File: src/rtl/keyguard.sv
module keyguard #(
  parameter int          ADDR_W       = 8,
  parameter int          DATA_W       = 32,
  parameter int          NUM_REGS     = 4,
  parameter int          WINDOW_TICKS = 1024,
  parameter logic [31:0] INIT_KEY     = 32'hA5EB1357,
  parameter logic [15:0] ACC_KEY      = 16'hA965,
  parameter int          INIT_OFS     = 'h00,
  parameter int          ACC_OFS      = 'h04,
  parameter int          BANK_OFS     = 'h10,
  parameter int          FLAG_BIT     = 16
) (
  input  logic                clk,
  input  logic                rst_n,
  input  logic                slow_tick,
  input  logic [ADDR_W-1:0]   bus_addr,
  input  logic [DATA_W-1:0]   bus_wdata,
  input  logic                bus_we,
  output logic [DATA_W-1:0]   bus_rdata,
  output logic                active_o,
  output logic                window_o,
  output logic [NUM_REGS-1:0] gated_we_o
);
  localparam int CNT_W = $clog2(WINDOW_TICKS + 1);
  localparam logic [CNT_W-1:0] CNT_LAST = CNT_W'(WINDOW_TICKS - 1);

  logic              active_q, window_q;
  logic [CNT_W-1:0]  cnt_q;
  logic [DATA_W-1:0] bank_q [NUM_REGS];
  logic [NUM_REGS-1:0] hit;

  wire init_hit = bus_addr == ADDR_W'(INIT_OFS);
  wire acc_hit  = bus_addr == ADDR_W'(ACC_OFS);
  wire init_ok  = bus_we && init_hit && (bus_wdata[31:0] == INIT_KEY);
  wire acc_ok   = bus_we && acc_hit && (bus_wdata[15:0] == ACC_KEY);
  wire open_w   = active_q && window_q;

  assign active_o   = active_q;
  assign window_o   = window_q;

  always_ff @(posedge clk or negedge rst_n)
    if (!rst_n)       active_q <= 1'b0;
    else if (init_ok) active_q <= 1'b1;

  always_ff @(posedge clk or negedge rst_n)
    if (!rst_n) begin
      window_q <= 1'b0;
      cnt_q    <= '0;
    end else if (acc_ok) begin
      window_q <= 1'b1;
      cnt_q    <= '0;
    end else if (window_q && slow_tick) begin
      if (cnt_q == CNT_LAST) begin
        window_q <= 1'b0;
        cnt_q    <= '0;
      end else begin
        cnt_q <= cnt_q + 1'b1;
      end
    end

  for (genvar i = 0; i < NUM_REGS; i++) begin : g_bank
    assign hit[i]        = bus_addr == ADDR_W'(BANK_OFS + 4 * i);
    assign gated_we_o[i] = bus_we && hit[i] && open_w;
    always_ff @(posedge clk or negedge rst_n)
      if (!rst_n)             bank_q[i] <= '0;
      else if (gated_we_o[i]) bank_q[i] <= bus_wdata;
  end

  always_comb begin
    bus_rdata = '0;
    if (init_hit) bus_rdata[0] = active_q;
    if (acc_hit)  bus_rdata[FLAG_BIT] = window_q;
    for (int i = 0; i < NUM_REGS; i++)
      if (hit[i] && open_w) bus_rdata = bank_q[i];
  end
endmodule


File: config.mk
export PLATFORM = sky130hd
export DESIGN_NAME = keyguard
export DESIGN_NICKNAME = d
export VERILOG_FILES = /design/src/rtl/keyguard.sv
export SDC_FILE = /design/constraint.sdc
export NUM_CORES = 1
export LEC_CHECK = 0
export ABC_AREA = 1
export BUFFER_PORTS_ARGS = -buffer_cell sky130_fd_sc_hd__clkbuf_2
export CAP_MARGIN = 20
export CORE_AREA = 2 2 240 124
export CTS_BUF_LIST = sky130_fd_sc_hd__clkbuf_16
export DETAILED_ROUTE_END_ITERATION = 6
export DIE_AREA = 0 0 242 126
export HOLD_SLACK_MARGIN = 0.06
export SYNTH_ARGS = -nofsm -noshare
export SYNTH_HDL_FRONTEND = slang
export SYNTH_SLANG_ARGS = --single-unit
File: constraint.sdc
create_clock -name clk -period 4.34 [get_ports clk]
set_input_delay 0.217 -clock clk [delete_from_list [all_inputs] [get_ports clk]]
set_output_delay 0.217 -clock clk [all_outputs]
set_load 0.02 [all_outputs]
==> results of run 1 <==
## final cells by class
| type | count | area share, % |
|---|---|---|
| multi-input cells | 623 | 34.03 |
| well taps | 391 | 6.029 |
| inverters | 62 | 2.868 |
| clock inverters | 15 | 1.897 |
| flip-flops and latches | 141 | 43.48 |
| repair buffers | 95 | 6.446 |
| clock buffers | 17 | 5.243 |
## path summary, 6_finish.rpt
| path | from | to | slack, ns |
|---|---|---|---|
| hold / removal | bus_wdata[28] | bank_q[60] | 0.10 |
| setup reg to reg | window_o | bank_q[108] | 1.93 |
| min in group asynchronous | rst_n | bank_q[59] | 0.41 |
| max in group asynchronous | rst_n | bank_q[52] | 2.94 |
| setup / recovery | window_o | bus_rdata[25] | 0.90 |
| hold reg to reg | bank_q[100] | bank_q[100] | 0.48 |
## power breakdown
group	internal, mW	leakage [nW]	switching, mW
clock network	0.890	0.286	0.586
logic	0.0233	1.84	0.0781
registers	1.31	1.94	0.00000300
## cell usage after synthesis, types with 2 or more instances
library cell / n / area [um^2]
inv_1: 57 / 214.0
inv_2: 3 / 11.26
xor2_1: 3 / 26.28
buf_2: 12 / 60.06
clkinv_1: 2 / 7.510
o21ai_0: 91 / 455.4
nor3_1: 2 / 10.01
nor2_4: 2 / 22.52
dfrtp_1: 141 / 3528
nand3_1: 57 / 285.3
clkbuf_1: 24 / 90.09
buf_6: 3 / 33.78
nand4_1: 28 / 175.2
nand2_1: 298 / 1119
nand3b_1: 3 / 22.52
nor2_1: 89 / 334.1
o21ai_1: 41 / 205.2
## stage by stage
| stage | hold slack, ns | setup slack, ns | cell area [um^2] | instances |
|---|---|---|---|---|
| after global placement | 0.3640 | 1.458 | 7513 | 1310 |
| after floorplan | -0.07859 | 2.306 | 6695 | 866 |
| final | 0.1010 | 0.9049 | 8114 | 1344 |
| after global routing | 0.08980 | 0.5998 | 8114 | 1344 |
| after CTS | 0.07851 | 0.8963 | 8103 | 1343 |
| after detailed placement | 0.3663 | 1.371 | 7513 | 1310 |
## metal layers
metal	track usage, %	routed length [um]	vias to the layer above
li1	-	-	2936
met1	21.49	10910	2818
met2	19.98	8598	189
met3	4.412	1409	14
met4	3.667	204	0
met5	0	0	-
## cell families (layout without fill, tap and decap cells)
kind of cell,count (synthesis),in the layout,synth area share [%]
AND/OR/NAND/NOR,484,484,30.24
flip-flops,141,141,52.70
AO/OA/AOI/OAI,135,135,10.20
buffers and inverters,102,189,6.279
XOR/XNOR,3,3,0.3925
adder cells (fa/ha/maj),1,1,0.1869
## registers in the layout, indices dropped and copies added, names as in the netlist
register,flops
window_o,1
bank_q,128
active_o,1
cnt_q,11
## worst max-delay path, stage by stage, from the launching register on
cell and delay (ns):
dfrtp_1 0.42, nand2_1 0.16, inv_2 0.08, nand3_4 0.14
clkinv_1 0.46, nand3_1 0.68, buf_4 0.40, nand2_1 0.08
nor2_1 0.13, nor2_1 0.06, clkbuf_2 0.15
==> results.sh, run 1 <==
export IMPL_setup_viol=0
export IMPL_synthCells=866
export IMPL_skew_ns=0.007004
export IMPL_yosys_warnings=0
export IMPL_drc=0
export IMPL_grt_pass1_wl_um=33250
export IMPL_wl_per_cell_um=15.71
export IMPL_powerDensity_nw_per_um2=356.5
export IMPL_gp_congestion=0.8418
export IMPL_n_antenna_cell=0
export IMPL_cp_start_kind="flip-flop"
export IMPL_multi_input_area_um2=2761
export IMPL_post_cts_buffers=0
export IMPL_die_area_um2=30490
export IMPL_synthArstFlopShare_pct=100.0
export IMPL_vias=5957
export IMPL_synth_area_um2=6695
export IMPL_drt_iter0_drc=587
export IMPL_fmax_ghz=0.2911
export IMPL_synth_seq_cells=141
export IMPL_cts_made_buffers=17
export IMPL_antenna_found_initial=0
export IMPL_grt_overflow=0
export IMPL_status="complete, no violations"
export IMPL_cp_arrival_ns=3.22
export IMPL_dieWidth_um=242
export IMPL_nFillCells=3140
export IMPL_rsz0062_at_grt="no"
export IMPL_synth_cell_types=27
export IMPL_std_cell_rows=44
export IMPL_syn_avg_cell_area_um2=7.731
export IMPL_grt_max_degree=93
export IMPL_tns_ns=0
export IMPL_r2r_cells=8
export IMPL_worst_pin_slew_ns=0.9048
export IMPL_finalPower_mw=2.893
export IMPL_h_tree_depth=4
export IMPL_crit_path_max_fanout=17
export IMPL_grt_usage_pct=14.41
export IMPL_routed_via_density=4.432
export IMPL_antenna_left=0
export IMPL_path_clk_slew_ns=0.06
export IMPL_synth_edf_count=0
export IMPL_yosysSeqAreaShare_pct=52.70
export IMPL_relSlewSlack_pct=39.68
export IMPL_root_buffer="clkbuf_16"
export IMPL_ir_drop_mv=0.2678
export IMPL_ioPinCount=82
export IMPL_tritoncts="yes"
export IMPL_initial_core_util_pct=23.57
export IMPL_cp_required_ns=4.12
export IMPL_grt_pass1_vias=5620
export IMPL_clock_path_buffers=2
export IMPL_dpl_hpwl_um=15100
export IMPL_endpoint_kind="primary output"
export IMPL_portBuffers=81
export IMPL_layout_nets=985
export IMPL_drive_above_1_share_pct=14.17
export IMPL_syn_num_nets=911
export IMPL_worst_hold_path_num_cells=3
export IMPL_finalCriticalPeriod_ns=3.435
export IMPL_clkSinkCount=141
export IMPL_drtPass1Iterations=5
export IMPL_die_h_um=126
export IMPL_maxCapViolCount=0
export IMPL_insertion_delay_ns=0.43
export IMPL_cts_resized_gates=0
export IMPL_layout_common_cells="nand2_1 (296), dfrtp_1 (141), o21ai_0 (91)"
export IMPL_finalHoldViolations=0
export IMPL_routed_wl_um=21120
export IMPL_period_share_pct=79.15
export IMPL_postCtsHoldBufs=1
export IMPL_final_common_cell="nand2_1"
export IMPL_leakagePower_nw=4.064
export IMPL_synth_top_flop_cell="dfrtp_1"
export IMPL_path_class="reg2out"
export IMPL_finalMaxSlewViolations=0
export IMPL_area_delta_synth_final_pct=21.19
export IMPL_postLayoutCoreUtil_pct=28.56
export IMPL_worstHoldPathType="in2reg"
export IMPL_core_area_um2=28410
export IMPL_regArea_um2=3528
(Power assumes the default switching activity.)
==> inputs of run 2 (changes only) <==
==> constraint.sdc (replaced) <==
create_clock -name clk -period 2.85 [get_ports clk]
set_input_delay 0.1425 -clock clk [delete_from_list [all_inputs] [get_ports clk]]
set_output_delay 0.1425 -clock clk [all_outputs]
set_load 0.02 [all_outputs]
==> run 2 against run 1 <==
  * Routed wire length rose by 1.8%
  * Non-clock buffer count up 30
  * Cell area rose by 3.7%
  * Sequential cell count unchanged
  * Worst setup slack got worse by 0.63 ns
  * Clock power rose by 51%
  * Die area unchanged
  * First-iteration DRC count rose by 30%
  * Largest power group unchanged
==> results.sh, run 2 (synthesized netlist as in run 1, its figures left out) <==
export IMPL_grt_max_degree=63
export IMPL_nFillCells=3134
export IMPL_final_area_um2=8413
export IMPL_cp_required_ns=2.71
export IMPL_dieWidth_um=242
export IMPL_clock_path_buffers=2
export IMPL_cp_arrival_ns=2.43
export IMPL_core_area_um2=28410
export IMPL_path_clk_slew_ns=0.06
export IMPL_area_delta_synth_final_pct=25.66
export IMPL_endpoint_kind="primary output"
export IMPL_dp_cells=1319
export IMPL_crit_chain="nand2_1 -> inv_2 -> nand3_4 -> nor2_4 -> nand2_2 -> buf_4 -> inv_1 -> clkbuf_2"
export IMPL_h_tree_depth=4
export IMPL_ir_drop_mv=0.4573
export IMPL_initial_core_util_pct=23.57
export IMPL_crit_slowest_cell="nor2_4"
export IMPL_largest_reg_flops=128
export IMPL_top_regs="bank_q (128), cnt_q (11)"
export IMPL_finalCriticalPeriod_ns=2.577
export IMPL_final_common_cell="nand2_1"
export IMPL_cp_start_kind="flip-flop"
export IMPL_path_class="reg2out"
export IMPL_finalPower_mw=4.425
export IMPL_vias=6135
export IMPL_period_share_pct=90.42
export IMPL_fmax_ghz=0.3881
export IMPL_relSlewSlack_pct=51.53
export IMPL_routed_via_density=4.468
export IMPL_dpl_hpwl_um=15440
export IMPL_place_area_um2=7606
export IMPL_cpLargestDelayFamily="simple AND/OR/NAND/NOR gates"
export IMPL_tns_ns=0
export IMPL_routed_wl_um=21490
export IMPL_grt_pass1_wl_um=34180
export IMPL_worst_pin_slew_ns=0.7254
export IMPL_root_buffer="clkbuf_16"
export IMPL_drtPass1Iterations=5
export IMPL_die_h_um=126
export IMPL_cpPeakStageDelay_ns=0.46
export IMPL_std_cell_rows=44
export IMPL_layout_nets=1015
export IMPL_grt_pass1_vias=5761
export IMPL_cts_made_buffers=17
export IMPL_n_antenna_cell=0
export IMPL_portBuffers=81
export IMPL_wl_per_cell_um=15.65
export IMPL_grt_usage_pct=14.72
export IMPL_finalHoldViolations=0
export IMPL_cp_num_buf_inv=4
export IMPL_skew_ns=0.007452
export IMPL_layout_common_cells="nand2_1 (296), dfrtp_1 (141), o21ai_0 (91)"
export IMPL_antenna_left=0
export IMPL_maxCapViolCount=0
export IMPL_antenna_found_initial=0
export IMPL_gp_congestion=0.8546
export IMPL_drt_iter0_drc=766
export IMPL_worstHoldPathType="in2reg"
export IMPL_powerDensity_nw_per_um2=525.9
export IMPL_drive_above_1_share_pct=14.77
export IMPL_clkSinkCount=141
export IMPL_instances_no_fill=1373
export IMPL_finalMaxSlewViolations=0
export IMPL_setup_viol=0
export IMPL_rsz0062_at_grt="no"
export IMPL_grt_overflow=0
export IMPL_insertion_delay_ns=0.44
export IMPL_tritoncts="yes"
export IMPL_die_area_um2=30490
export IMPL_crit_path_max_fanout=39
export IMPL_leakagePower_nw=4.196
export IMPL_ioPinCount=82
export IMPL_status="complete, no violations"
export IMPL_drc=0
export IMPL_regMostFlops="bank_q"
run 2: layout make-up:
class	instances	area [um^2]	share of cell area, %
sequential	141	3528	41.94
multi-input combinational	623	2761	32.82
timing repair buffer	125	819.5	9.741
tap	391	489.2	5.815
clock buffer	17	425.4	5.057
inverter	62	236.5	2.811
clock inverter	14	152.6	1.814
run 2: repair_timing:
item,4_1_cts,5_1_grt
hold endpoints to repair,110,0
setup buffers,0,2
hold buffers,21,0
resized for setup,0,1
endpoints found under the setup margin,0,16
run 2: power breakdown:
| part | switching, mW | total, mW | internal [mW] |
|---|---|---|---|
| Clock | 0.886 | 2.24 | 1.35 |
| Combinational | 0.127 | 0.183 | 0.0563 |
| Sequential | 0.00000465 | 2.00 | 2.00 |
run 2: per-layer routing:
| metal | share of wire (%) | up-vias | global-route usage [%] | routed length (um) |
|---|---|---|---|---|
| met5 | 0 | - | 0 | 0 |
| met4 | 1.3 | 0 | 4.103 | 279 |
| met3 | 6.1 | 22 | 3.645 | 1306 |
| met2 | 40 | 176 | 19.49 | 8561 |
| met1 | 53 | 2928 | 23.06 | 11340 |
| li1 | - | 3009 | - | - |
run 2: worst min-delay path, cell delays in order:
cell and delay (ns):
clkbuf_2 0.09, inv_1 0.10, o21ai_1 0.14
run 2: final timing paths:
kind	endpoint	depth (start not counted)	slack, ns	from
max	gated_we_o[0]	8	0.27	window_o
min	bank_q[57]	3	0.08	bus_wdata[25]
max reg2reg	bank_q[76]	8	0.62	window_o
min reg2reg	bank_q[17]	2	0.49	bank_q[17]
max in group asynchronous	bank_q[106]	3	1.78	rst_n
min in group asynchronous	bank_q[29]	2	0.23	rst_n
run 2: per-stage QoR:
step                      setup WS, ns  hold slack (ns)  utilization, %
after floorplan                 0.8907          -0.1531               -
after global placement          0.6492           0.1763           26.78
after detailed placement        0.6049           0.1812           26.78
after CTS                       0.1107          0.06877           29.55
after global routing           0.07935           0.1005           29.62
final                           0.2731          0.07582           29.62
